**src/rtl/lsu_trk_pkg.sv**
```systemverilog
// Shared definitions for the load-store request tracker.
// Assumes: the op code is two bits wide and its values are fixed by the issue stage.
package lsu_trk_pkg;
    typedef enum logic [1:0] {
        OP_LOAD  = 2'b00,
        OP_STORE = 2'b01,
        OP_FENCE = 2'b10,
        OP_RSVD  = 2'b11
    } lsu_op_e;
endpackage

```
**src/rtl/lsu_region_decode.sv**
```systemverilog
// Classifies one address into shared, I/O or plain cacheable space.
// Assumes: the shared and I/O windows do not overlap; shared wins if they do.
module lsu_region_decode #(
    parameter int              ADDR_W      = 32,
    parameter logic [ADDR_W-1:0] SHARED_BASE = 32'hFF00_0000,
    parameter logic [ADDR_W-1:0] SHARED_MASK = 32'hFF00_0000,
    parameter logic [ADDR_W-1:0] IO_BASE     = 32'hF000_0000,
    parameter logic [ADDR_W-1:0] IO_MASK     = 32'hFF00_0000
) (
    input  logic [ADDR_W-1:0] addr,
    output logic              is_shared,
    output logic              is_io
);
    // Window compare for both regions.
    always_comb begin
        is_shared = ((addr & SHARED_MASK) == SHARED_BASE);
        is_io     = ((addr & IO_MASK) == IO_BASE) && !is_shared;
    end
endmodule

```
**src/rtl/lsu_merge_detect.sv**
```systemverilog
// Decides whether all active threads of an instruction touch one word and
// computes the number of responses the instruction will be owed.
// Assumes: WORD_BYTES is a power of two.
module lsu_merge_detect #(
    parameter int NT         = 4,
    parameter int ADDR_W     = 32,
    parameter int WORD_BYTES = 4,
    parameter int CNT_W      = $clog2(NT + 1)
) (
    input  logic [NT-1:0]        mask,
    input  logic [NT*ADDR_W-1:0] addr_flat,
    output logic                 merge,
    output logic [CNT_W-1:0]     expect_cnt
);
    localparam logic [ADDR_W-1:0] OFF_MASK = ADDR_W'(WORD_BYTES - 1);

    logic [ADDR_W-1:0] word0;
    logic              all_same;
    logic [CNT_W-1:0]  active_cnt;

    // Compare every active thread's word address with thread 0's and count actives.
    always_comb begin
        word0      = addr_flat[ADDR_W-1:0] & ~OFF_MASK;
        all_same   = 1'b1;
        active_cnt = '0;
        for (int t = 0; t < NT; t++) begin
            if (mask[t]) begin
                active_cnt = active_cnt + CNT_W'(1);
                if ((addr_flat[t*ADDR_W +: ADDR_W] & ~OFF_MASK) != word0) begin
                    all_same = 1'b0;
                end
            end
        end
        merge      = mask[0] && all_same;
        expect_cnt = merge ? CNT_W'(1) : active_cnt;
    end
endmodule

```
**src/rtl/lsu_pending_table.sv**
```systemverilog
// Table of outstanding loads. Each slot holds the instruction identifier, the
// number of responses still owed and a completed flag. Slots are claimed at the
// lowest free index and released when their completion is sent to the output.
// Assumes: responses never exceed the count still owed and never name a free slot.
module lsu_pending_table #(
    parameter int NT    = 4,
    parameter int DEPTH = 4,
    parameter int ID_W  = 8,
    parameter int TAG_W = $clog2(DEPTH),
    parameter int CNT_W = $clog2(NT + 1)
) (
    input  logic                clk,
    input  logic                rst_n,
    input  logic                alloc_en,
    input  logic [CNT_W-1:0]    alloc_cnt,
    input  logic [ID_W-1:0]     alloc_id,
    input  logic [NT-1:0]       dc_rsp_valid,
    input  logic [NT*TAG_W-1:0] dc_rsp_tag,
    input  logic [NT-1:0]       sm_rsp_valid,
    input  logic [NT*TAG_W-1:0] sm_rsp_tag,
    input  logic                release_en,
    output logic [DEPTH-1:0]    vld_o,
    output logic [TAG_W-1:0]    free_tag,
    output logic                done_any,
    output logic [TAG_W-1:0]    done_tag,
    output logic [ID_W-1:0]     done_id
);
    localparam int RSP_W = $clog2(2 * NT + 1);

    logic [DEPTH-1:0] vld_q;
    logic [DEPTH-1:0] done_q;
    logic [CNT_W-1:0] cnt_q [DEPTH];
    logic [ID_W-1:0]  id_q  [DEPTH];
    logic [RSP_W-1:0] dec   [DEPTH];
    logic [RSP_W-1:0] left  [DEPTH];

    // Count this cycle's responses per slot over both port groups.
    always_comb begin
        for (int e = 0; e < DEPTH; e++) begin
            dec[e] = '0;
            for (int t = 0; t < NT; t++) begin
                if (dc_rsp_valid[t] && dc_rsp_tag[t*TAG_W +: TAG_W] == TAG_W'(e)) begin
                    dec[e] = dec[e] + RSP_W'(1);
                end
                if (sm_rsp_valid[t] && sm_rsp_tag[t*TAG_W +: TAG_W] == TAG_W'(e)) begin
                    dec[e] = dec[e] + RSP_W'(1);
                end
            end
            left[e] = RSP_W'(cnt_q[e]) - dec[e];
        end
    end

    // Pick the lowest free slot and the lowest completed slot.
    always_comb begin
        free_tag = '0;
        done_tag = '0;
        done_any = 1'b0;
        for (int e = DEPTH - 1; e >= 0; e--) begin
            if (!vld_q[e]) begin
                free_tag = TAG_W'(e);
            end
            if (done_q[e]) begin
                done_tag = TAG_W'(e);
                done_any = 1'b1;
            end
        end
        done_id = id_q[done_tag];
        vld_o   = vld_q;
    end

    // Slot state: claim, release, or count down.
    always_ff @(posedge clk) begin
        if (!rst_n) begin
            vld_q  <= '0;
            done_q <= '0;
            for (int e = 0; e < DEPTH; e++) begin
                cnt_q[e] <= '0;
                id_q[e]  <= '0;
            end
        end else begin
            for (int e = 0; e < DEPTH; e++) begin
                if (alloc_en && free_tag == TAG_W'(e)) begin
                    vld_q[e]  <= 1'b1;
                    done_q[e] <= (alloc_cnt == '0);
                    cnt_q[e]  <= alloc_cnt;
                    id_q[e]   <= alloc_id;
                end else if (release_en && done_tag == TAG_W'(e)) begin
                    vld_q[e]  <= 1'b0;
                    done_q[e] <= 1'b0;
                end else if (vld_q[e] && !done_q[e] && dec[e] != '0) begin
                    cnt_q[e] <= CNT_W'(left[e]);
                    if (left[e] == '0) begin
                        done_q[e] <= 1'b1;
                    end
                end
            end
        end
    end
endmodule

```
**src/rtl/lsu_store_queue.sv**
```systemverilog
// Small in-order queue of store identifiers waiting for a free output cycle.
// Assumes: push is never requested while full (the caller gates acceptance).
module lsu_store_queue #(
    parameter int ID_W  = 8,
    parameter int DEPTH = 2
) (
    input  logic            clk,
    input  logic            rst_n,
    input  logic            push,
    input  logic [ID_W-1:0] push_id,
    input  logic            pop,
    output logic [ID_W-1:0] head_id,
    output logic            empty,
    output logic            full
);
    localparam int PTR_W = (DEPTH > 1) ? $clog2(DEPTH) : 1;
    localparam int CNT_W = $clog2(DEPTH + 1);

    logic [ID_W-1:0]  mem_q [DEPTH];
    logic [PTR_W-1:0] rd_q;
    logic [PTR_W-1:0] wr_q;
    logic [CNT_W-1:0] cnt_q;

    // Status flags from the occupancy count.
    always_comb begin
        empty   = (cnt_q == '0);
        full    = (cnt_q == CNT_W'(DEPTH));
        head_id = mem_q[rd_q];
    end

    // Pointer and storage update with explicit wrap.
    always_ff @(posedge clk) begin
        if (!rst_n) begin
            rd_q  <= '0;
            wr_q  <= '0;
            cnt_q <= '0;
            for (int i = 0; i < DEPTH; i++) begin
                mem_q[i] <= '0;
            end
        end else begin
            if (push) begin
                mem_q[wr_q] <= push_id;
                wr_q        <= (wr_q == PTR_W'(DEPTH - 1)) ? '0 : wr_q + PTR_W'(1);
            end
            if (pop) begin
                rd_q <= (rd_q == PTR_W'(DEPTH - 1)) ? '0 : rd_q + PTR_W'(1);
            end
            cnt_q <= cnt_q + CNT_W'(push) - CNT_W'(pop);
        end
    end
endmodule

```
**src/rtl/simt_lsu_tracker.sv**
```systemverilog
// Top of the load-store request tracker. Accepts one vector memory instruction
// per cycle, fans it out into per-thread requests routed by address region,
// tracks outstanding loads in a pending table, retires one instruction per
// cycle and implements a draining fence.
// Assumes: request ports always accept; responses obey the table's rules.
module simt_lsu_tracker #(
    parameter int                NT          = 4,
    parameter int                ADDR_W      = 32,
    parameter int                ID_W        = 8,
    parameter int                DEPTH       = 4,
    parameter int                SQ_DEPTH    = 2,
    parameter int                WORD_BYTES  = 4,
    parameter int                CORE_W      = 4,
    parameter logic [CORE_W-1:0] CORE_ID     = 4'h3,
    parameter logic [ADDR_W-1:0] SHARED_BASE = 32'hFF00_0000,
    parameter logic [ADDR_W-1:0] SHARED_MASK = 32'hFF00_0000,
    parameter logic [ADDR_W-1:0] IO_BASE     = 32'hF000_0000,
    parameter logic [ADDR_W-1:0] IO_MASK     = 32'hFF00_0000,
    parameter int                TAG_W       = $clog2(DEPTH)
) (
    input  logic                 clk,
    input  logic                 rst_n,
    input  logic                 in_valid,
    output logic                 in_ready,
    input  logic [1:0]           in_op,
    input  logic [NT-1:0]        in_mask,
    input  logic [NT*ADDR_W-1:0] in_addr,
    input  logic [ID_W-1:0]      in_id,
    output logic [NT-1:0]        dc_req_valid,
    output logic [NT-1:0]        sm_req_valid,
    output logic [NT*ADDR_W-1:0] req_addr,
    output logic [NT-1:0]        req_nc,
    output logic                 req_write,
    output logic [TAG_W-1:0]     req_tag,
    output logic [CORE_W-1:0]    req_core,
    input  logic [NT-1:0]        dc_rsp_valid,
    input  logic [NT*TAG_W-1:0]  dc_rsp_tag,
    input  logic [NT-1:0]        sm_rsp_valid,
    input  logic [NT*TAG_W-1:0]  sm_rsp_tag,
    output logic                 out_valid,
    output logic [ID_W-1:0]      out_id
);
    import lsu_trk_pkg::*;

    localparam int CNT_W = $clog2(NT + 1);

    logic             is_fence;
    logic             is_store;
    logic             in_fire;
    logic             fence_fire;
    logic             store_fire;
    logic             load_fire;
    logic             merge;
    logic [CNT_W-1:0] expect_cnt;
    logic [DEPTH-1:0] tbl_vld;
    logic             tbl_full;
    logic             tbl_empty;
    logic [TAG_W-1:0] free_tag;
    logic             done_any;
    logic [TAG_W-1:0] done_tag;
    logic [ID_W-1:0]  done_id;
    logic             release_en;
    logic             sq_push;
    logic             sq_pop;
    logic [ID_W-1:0]  sq_head;
    logic             sq_empty;
    logic             sq_full;
    logic             lock_q;
    logic [ID_W-1:0]  fence_id_q;
    logic             fence_done;
    logic             nxt_valid;
    logic [ID_W-1:0]  nxt_id;

    // Input decode and acceptance.
    always_comb begin
        is_fence   = (in_op == OP_FENCE);
        is_store   = (in_op == OP_STORE);
        tbl_full   = &tbl_vld;
        tbl_empty  = ~|tbl_vld;
        in_ready   = !lock_q && (is_fence || (!tbl_full && (!is_store || !sq_full)));
        in_fire    = in_valid && in_ready;
        fence_fire = in_fire && is_fence;
        store_fire = in_fire && is_store;
        load_fire  = in_fire && !is_fence && !is_store;
    end

    lsu_merge_detect #(
        .NT(NT), .ADDR_W(ADDR_W), .WORD_BYTES(WORD_BYTES), .CNT_W(CNT_W)
    ) u_merge (
        .mask(in_mask), .addr_flat(in_addr), .merge(merge), .expect_cnt(expect_cnt)
    );

    // Per-thread request fan-out with region steering.
    for (genvar t = 0; t < NT; t++) begin : g_lane
        logic lane_shared;
        logic lane_io;
        logic lane_act;

        lsu_region_decode #(
            .ADDR_W(ADDR_W), .SHARED_BASE(SHARED_BASE), .SHARED_MASK(SHARED_MASK),
            .IO_BASE(IO_BASE), .IO_MASK(IO_MASK)
        ) u_region (
            .addr(in_addr[t*ADDR_W +: ADDR_W]), .is_shared(lane_shared), .is_io(lane_io)
        );

        // Lane fires when its thread is active and not folded into thread 0.
        always_comb begin
            lane_act        = in_fire && !is_fence && in_mask[t] && (!merge || t == 0);
            dc_req_valid[t] = lane_act && !lane_shared;
            sm_req_valid[t] = lane_act && lane_shared;
            req_nc[t]       = lane_io;
        end
    end

    // Fields shared by all lanes.
    always_comb begin
        req_addr  = in_addr;
        req_write = is_store;
        req_tag   = free_tag;
        req_core  = CORE_ID;
    end

    lsu_pending_table #(
        .NT(NT), .DEPTH(DEPTH), .ID_W(ID_W), .TAG_W(TAG_W), .CNT_W(CNT_W)
    ) u_table (
        .clk(clk), .rst_n(rst_n),
        .alloc_en(load_fire), .alloc_cnt(expect_cnt), .alloc_id(in_id),
        .dc_rsp_valid(dc_rsp_valid), .dc_rsp_tag(dc_rsp_tag),
        .sm_rsp_valid(sm_rsp_valid), .sm_rsp_tag(sm_rsp_tag),
        .release_en(release_en), .vld_o(tbl_vld), .free_tag(free_tag),
        .done_any(done_any), .done_tag(done_tag), .done_id(done_id)
    );

    lsu_store_queue #(
        .ID_W(ID_W), .DEPTH(SQ_DEPTH)
    ) u_sq (
        .clk(clk), .rst_n(rst_n), .push(sq_push), .push_id(in_id), .pop(sq_pop),
        .head_id(sq_head), .empty(sq_empty), .full(sq_full)
    );

    // Output arbitration: completed loads, queued stores, a fresh store, then the fence.
    always_comb begin
        release_en = 1'b0;
        sq_pop     = 1'b0;
        fence_done = 1'b0;
        nxt_valid  = 1'b0;
        nxt_id     = '0;
        if (done_any) begin
            release_en = 1'b1;
            nxt_valid  = 1'b1;
            nxt_id     = done_id;
        end else if (!sq_empty) begin
            sq_pop    = 1'b1;
            nxt_valid = 1'b1;
            nxt_id    = sq_head;
        end else if (store_fire) begin
            nxt_valid = 1'b1;
            nxt_id    = in_id;
        end else if (lock_q && tbl_empty) begin
            fence_done = 1'b1;
            nxt_valid  = 1'b1;
            nxt_id     = fence_id_q;
        end
        sq_push = store_fire && (done_any || !sq_empty);
    end

    // Fence lock and registered output.
    always_ff @(posedge clk) begin
        if (!rst_n) begin
            lock_q     <= 1'b0;
            fence_id_q <= '0;
            out_valid  <= 1'b0;
            out_id     <= '0;
        end else begin
            if (fence_fire) begin
                lock_q     <= 1'b1;
                fence_id_q <= in_id;
            end else if (fence_done) begin
                lock_q <= 1'b0;
            end
            out_valid <= nxt_valid;
            out_id    <= nxt_id;
        end
    end
endmodule

```
**config.mk**
```make
export PLATFORM = sky130hd
export DESIGN_NAME = simt_lsu_tracker
export DESIGN_NICKNAME = d
export VERILOG_FILES = /design/src/rtl/lsu_trk_pkg.sv /design/src/rtl/lsu_region_decode.sv /design/src/rtl/lsu_merge_detect.sv /design/src/rtl/lsu_pending_table.sv /design/src/rtl/lsu_store_queue.sv /design/src/rtl/simt_lsu_tracker.sv
export SDC_FILE = /design/constraint.sdc
export NUM_CORES = 1
export LEC_CHECK = 0
export BUFFER_PORTS_ARGS = -buffer_cell sky130_fd_sc_hd__buf_2
export CORE_UTILIZATION = 45
export DETAILED_ROUTE_END_ITERATION = 10
export PLACE_DENSITY = 0.78
export SETUP_SLACK_MARGIN = 0.15
export SYNTH_ARGS = -nofsm -noshare
export SYNTH_HDL_FRONTEND = slang
export SYNTH_SLANG_ARGS = --single-unit
```
**constraint.sdc**
```tcl
create_clock -name clk -period 13.4 [get_ports clk]
set_input_delay 0.67 -clock clk [delete_from_list [all_inputs] [get_ports clk]]
set_output_delay 0.67 -clock clk [all_outputs]
set_load 0.02 [all_outputs]
```
# Word level (Yosys, flattened, before mapping)
# Memory sizes are Yosys's and may differ from the RTL's. A register that Yosys moved wholly into a read port is not among the register bits.
# Cells that the tools add are included.
# Widths: inputs -> output; s select.
# word_totals
register_bits,30
ram_bits,60
in_bits,169
out_inout_bits,157
elab_cells,399
mem_count,3
# op_classes
add_sub_neg,39
eq_ne,44
n_mux,150
n_bitwise,12
n_reduce_logical,136
# memory_table
memory,words,width,rd,rd_ports_with_merged_regs,write_ports,line_no,source
u_table.id_q,4,8,1,0,4,lsu_pending_table.sv:33,logic [ID_W-1:0] id_q [DEPTH];
u_sq.mem_q,2,8,1,1,2,lsu_store_queue.sv:19,logic [ID_W-1:0] mem_q [DEPTH];
u_table.cnt_q,4,3,4,0,4,lsu_pending_table.sv:32,logic [CNT_W-1:0] cnt_q [DEPTH];
# op_table
cell,count
$mux 4,28
$add 4x1->4 const B,24
$mux 1,93
$ne 30x30->1,3
$logic_and 1x1->1,77
$mux 8,9
$eq 8x8->1 const B,8
$eq 2x2->1 const B,22
$mux 3,12
$reduce_bool 3->1,8
$eq 2x1->1 const B,11
$logic_not 2->1,11
$logic_not 1->1,16
$logic_not 4->1,4
$mux 2,8
$reduce_bool 4->1,4
$sub 3x4->4,4
$or 1x1->1,12
$reduce_bool 2->1,5
$add 3x1->3 const B,3
$add 1x1->2 const B,4
$reduce_and 2->1,4
$reduce_or 8->1,1
$reduce_and 4->1,1
6 further kinds,9

# Longest topological paths before layout
# logic_depth
ltp_word,25
mapped_depth,26

# Cells and area by module
# A second synthesis with hierarchy kept.
# unflattened
cells_unflattened,1181
hier_area_um2,10242.3
# modules_own_cells
module,instances,cells_per_inst,area_per_inst_um2,seq_area_each_um2
lsu_pending_table,1,696,6127.1,1481.4
simt_lsu_tracker,1,251,1980.6,360.3
lsu_merge_detect,1,140,1118.6,0.0
lsu_store_queue,1,74,905.9,580.6
lsu_region_decode,4,5,27.5,0.0

# Least setup slack after synthesis
# No wires, ideal clock.
# synth_timing
path_kind,in2reg
startpoint,in sm_rsp_tag[0]
endpoint,reg u_table.done_q[0]
setup_ns,0.058
arrival_ns,5.182
slack_ns,8.161
cell_stages,23
path_cell_list,or3b_2 > inv_1 > ha_1 > buf_2 > xnor2_4 > inv_4 > ha_1 > nor4b_1 > a211oi_1 > a22oi_1 > xnor2_1 > o21ai_0 > ha_1 > xnor2_1 > nand4_1 > o221ai_1 > a21oi_1 > inv_1 > fa_1 > xor2_1 > nand4_1 > nor4b_2 > a211o_1
# synth_between
elab_chain_cells,19
elab_cells_between_ends,22
classes_between,add/sub (7); mux (7); reduce/logical (8)
# synth_rtl
item,line_no,source
"start, declared",simt_lsu_tracker.sv:39,"input logic [NT*TAG_W-1:0] sm_rsp_tag,"
$logic_not 2->1 (*),lsu_pending_table.sv:45,if (sm_rsp_valid[t] && sm_rsp_tag[t*TAG_W +: TAG_W] == TAG_W'(e)) begin
$logic_and 1x1->1 (*),lsu_pending_table.sv:45,
$mux 4 (*),lsu_pending_table.sv:45,
$add 4x1->4,lsu_pending_table.sv:43,dec[e] = dec[e] + RSP_W'(1);
$mux 4 (*),lsu_pending_table.sv:42,if (dc_rsp_valid[t] && dc_rsp_tag[t*TAG_W +: TAG_W] == TAG_W'(e)) begin
$add 4x1->4,lsu_pending_table.sv:46,dec[e] = dec[e] + RSP_W'(1);
$mux 4 (*),lsu_pending_table.sv:45,
$add 4x1->4,lsu_pending_table.sv:43,
[3 not listed],--,
$add 4x1->4,lsu_pending_table.sv:43,
$mux 4 (*),lsu_pending_table.sv:42,
$add 4x1->4,lsu_pending_table.sv:46,
$mux 4 (*),lsu_pending_table.sv:45,
$sub 3x4->4 or $reduce_bool 4->1 (tied branches),"lsu_pending_table.sv:49, lsu_pending_table.sv:90",
$logic_not 4->1 or $logic_and 1x1->1 (tied branches),"lsu_pending_table.sv:92, lsu_pending_table.sv:90",
$reduce_bool 3->1 (no source line),--,
$reduce_and 2->1 (no source line) (*),--,
"end signal, assigned by index",lsu_pending_table.sv:84,done_q[e] <= (alloc_cnt == '0);
"end, declared",lsu_pending_table.sv:31,logic [DEPTH-1:0] done_q;
# Every way passes the cells marked *; elsewhere a longest branch is shown, timed or not.
# A chain may end at the register's enable or synchronous reset.

# Worst setup path after layout
# Same ends and word-level chain as after synthesis.

==> impl_metrics.json <==
{
  "worstPathArrival_ps": 5810,
  "critPathKind": "input pin to register",
  "ant_nets": 0,
  "cts_buffers": 9,
  "synthDistinctLibCells": 92,
  "fin_setup_tns_ps": 0,
  "vdd_drop_max_uv": 62.9,
  "initial_core_util_pct": 46.0,
  "finalSetupViolCount": 0,
  "fp.dieW_um": 151,
  "hpwl_mm": 31.1,
  "globalRouteTotalUtil_pct": 31.3,
  "ios": 326,
  "path_max_fanout": 9,
  "r2r_cells": 4,
  "dpl_cell_area_um2": 10700,
  "avgRoutedWirePerCell_um": 23.0,
  "numPortBuffers": 305,
  "cp-end-kind": "register",
  "syn_inst": 1162,
  "worstReg2RegEnd": "u_sq.mem_q[0][3]",
  "syn_area_per_cell_um2": 8.63,
  "p_per_area_nw_per_um2": 90.7,
  "wl_mm": 36.8,
  "hold_buffers": 0,
  "cp_num_buf_inv": 4,
  "synth_edf_count": 60,
  "synth_xor_area_share_pct": 17.8,
  "cp-start-kind": "input pin",
  "hp-class": "register to register",
  "slowest_stage": "or3b_2",
  "layout_common_cells": "buf_2 (305), nand2_1 (86), xor2_1 (80)",
  "synthFlopType": "edfxtp_1",
  "cts_root_buffer": "clkbuf_16",
  "hp-start": "fence_id_q[1]",
  "clockBufferDepth": 2,
  "cts.sinks": 91,
  "finalHoldViolations": 0,
  "period_minus_slack_ps": 5530,
  "vias": 9128,
  "antenna_found_initial": 2,
  "synth_compound_area_share_pct": 12.2,
  "rsz0062_at_grt": "no",
  "max_stage_delay_ps": 500,
  "gp_congestion": 1.01,
  "crit_chain": "buf_2 -> or3b_2 -> inv_1 -> ha_1 -> xnor2_4 -> inv_4 -> ha_1 -> xnor3_1 -> o31ai_1 -> or2_1 -> nand2_1 -> o21ai_0 -> ha_1 -> xnor2_1 -> nand4_1 -> o221ai_1 -> a21oi_1 -> inv_1 -> fa_1 -> xor2_1 -> nand4_1 -> nor4b_2 -> a211o_1",
  "clkTransAtPathRegs_ps": 70,
  "htree_levels": 3,
  "maxCapViolCount": 0,
  "worstPathRequired_ps": 13680,
  "seq_area_frac_synth_pct": 24.2,
  "coreArea_um2": 21800,
  "ys_warn_count": 0,
  "via_per_inst": 5.70,
  "grt_overflow_total": 0,
  "max_freq_mhz": 181,
  "stdcell_area_um2": 11000,
  "cts.repair.resized": 0,
  "clock_latency_ps": 340,
  "layout_commonest_cell": "buf_2",
  "timing.hold.ws_ps": 459,
  "grt_max_degree": 29,
  "yosys.area_share.adder_pct": 6.91,
  "synthMuxAreaShare_pct": 1.72,
  "die_area_um2": 22900,
  "num-fill-cells": 2033,
  "synth_area_um2": 10000,
  "fin_nets": 1535,
  "worstHoldPathCells": 2,
  "reg2reg_from": "u_table.done_q[2]",
  "num_rows": 54,
  "cp_top_family": "adder cells",
  "p_leak_nw": 4.87,
  "holdPathEnd": "fence_id_q[1]",
  "slew-limit-headroom_pct": 20.0,
  "drive_gt1_share_pct": 28.3,
  "area_growth_pct": 9.98,
  "cts_setup_buffers": 0,
  "synth-simple-area-share_pct": 23.2,
  "status": "complete, no violations",
  "grt_first_pass_wirelength_mm": 52.2,
  "cts_tree": "built",
  "synth_top_family_by_area": "simple AND/OR/NAND/NOR gates",
  "dieHeight_um": 151,
  "drt_iter0_markers": 704,
  "drcViolationCount": 0,
  "ys_ff_latch": 91,
  "rrSetupSlack_ps": 10610,
  "grt_pass1_vias": 8408,
  "slew_violations": 0,
  "fin_crit_sh_pct": 41.2,
  "drtPass1Iterations": 5,
  "skew_ps": 9.67,
  "cp_common_cell": "ha_1",
  "synthArstFlopShare_pct": 0,
  "worstMarginPinSlew_ps": 1190
}
[stage by stage]
stage                     utilization [%]  setup slack, ps  power (mW)  instances
final                                50.5             7870        1.00       1601
after global placement               49.2             7740       0.751       1582
after global routing                 50.5             7460        1.05       1600
after CTS                            50.5             7870       0.997       1598
after floorplan                         -             8160       0.644       1164
after detailed placement             49.2             7530       0.760       1582
[cell families after synthesis]
| logic type | count (synthesis) |
|---|---|
| simple gates | 413 |
| compound gates | 186 |
| fa+ha+maj | 53 |
| flops | 91 |
| other cells | 2 |
| xor+xnor | 176 |
| mux | 17 |
| buf+inv | 224 |
[power by group]
group	leakage, nW	internal (mW)	switching [mW]	total, mW
clock network	0.137	0.128	0.113	0.240
registers	0.876	0.324	0.0142	0.338
logic	3.86	0.162	0.260	0.422
total	4.87	0.613	0.387	1.00
[Yosys cell counts (10+ instances only)]
master    number  area [µm²]
mux2i_1       15         150
nand3b_1      15         113
edfxtp_1      60        1800
buf_4        139        1040
ha_1          49         613
nand2_1       86         323
inv_1         52         195
o21ai_0       22         110
xnor2_1       75         657
nand3_1       28         140
nor4_1        20         125
buf_2         10        50.1
o22ai_1       33         206
and3_1        16         100
and2_1        46         288
clkbuf_1      16        60.1
a221oi_1      17         149
a21oi_1       44         220
xor2_1        80         701
nor2_1        79         297
dfxtp_1       31         621
nand4_1       29         181
nor3_1        15        75.1
[layer usage]
layer  GRT usage, %  share of wire [%]  up-vias
met5              0                  0        -
met4           5.60                1.7        0
met3           3.95                7.0       31
met2           56.4                 50      370
met1           39.8                 41     4428
li1               -                  -     4299
[worst max-delay path by stage]
stage	startpoint	to	depth (start not counted)
2_1_floorplan	sm_rsp_tag[0]	u_table.done_q[0]	23
5_1_grt	sm_rsp_tag[0]	u_table.done_q[0]	24
3_3_place_gp	sm_rsp_tag[0]	u_table.done_q[0]	23
3_5_place_dp	sm_rsp_tag[0]	u_table.done_q[0]	23
6_report	sm_rsp_tag[0]	u_table.done_q[0]	23
4_1_cts	sm_rsp_tag[0]	u_table.done_q[0]	23
[layout make-up]
| type | count | area [µm²] | share of cell area (%) |
|---|---|---|---|
| Clock inverter | 6 | 48.8 | 0.442 |
| Sequential cell | 91 | 2420 | 22.0 |
| Tap cell | 280 | 350 | 3.18 |
| Antenna cell | 3 | 7.51 | 0.0681 |
| Timing Repair Buffer | 308 | 1550 | 14.0 |
| Inverter | 54 | 205 | 1.86 |
| Clock buffer | 10 | 229 | 2.08 |
| Multi-Input combinational cell | 849 | 6220 | 56.4 |
[worst reg2reg max path, delay by kind of cell, from the launching register on]
kind | cells | cell delay [ps]
compound gates | 2 | 1440
buf+inv | 1 | 120
simple gates | 1 | 220
flops | 1 | 630
[state kept, by name (all words and copies together) (netlist names), 2 cells and up, named ones only]
name and flops:
fence_id_q 8, out_id 8, u_sq.mem_q 16, u_table.cnt_q 12, u_table.vld_o 4, u_table.id_q 32, u_table.done_q 4, u_sq.cnt_q 2
No activity file was read; power rests on OpenSTA's default activity.
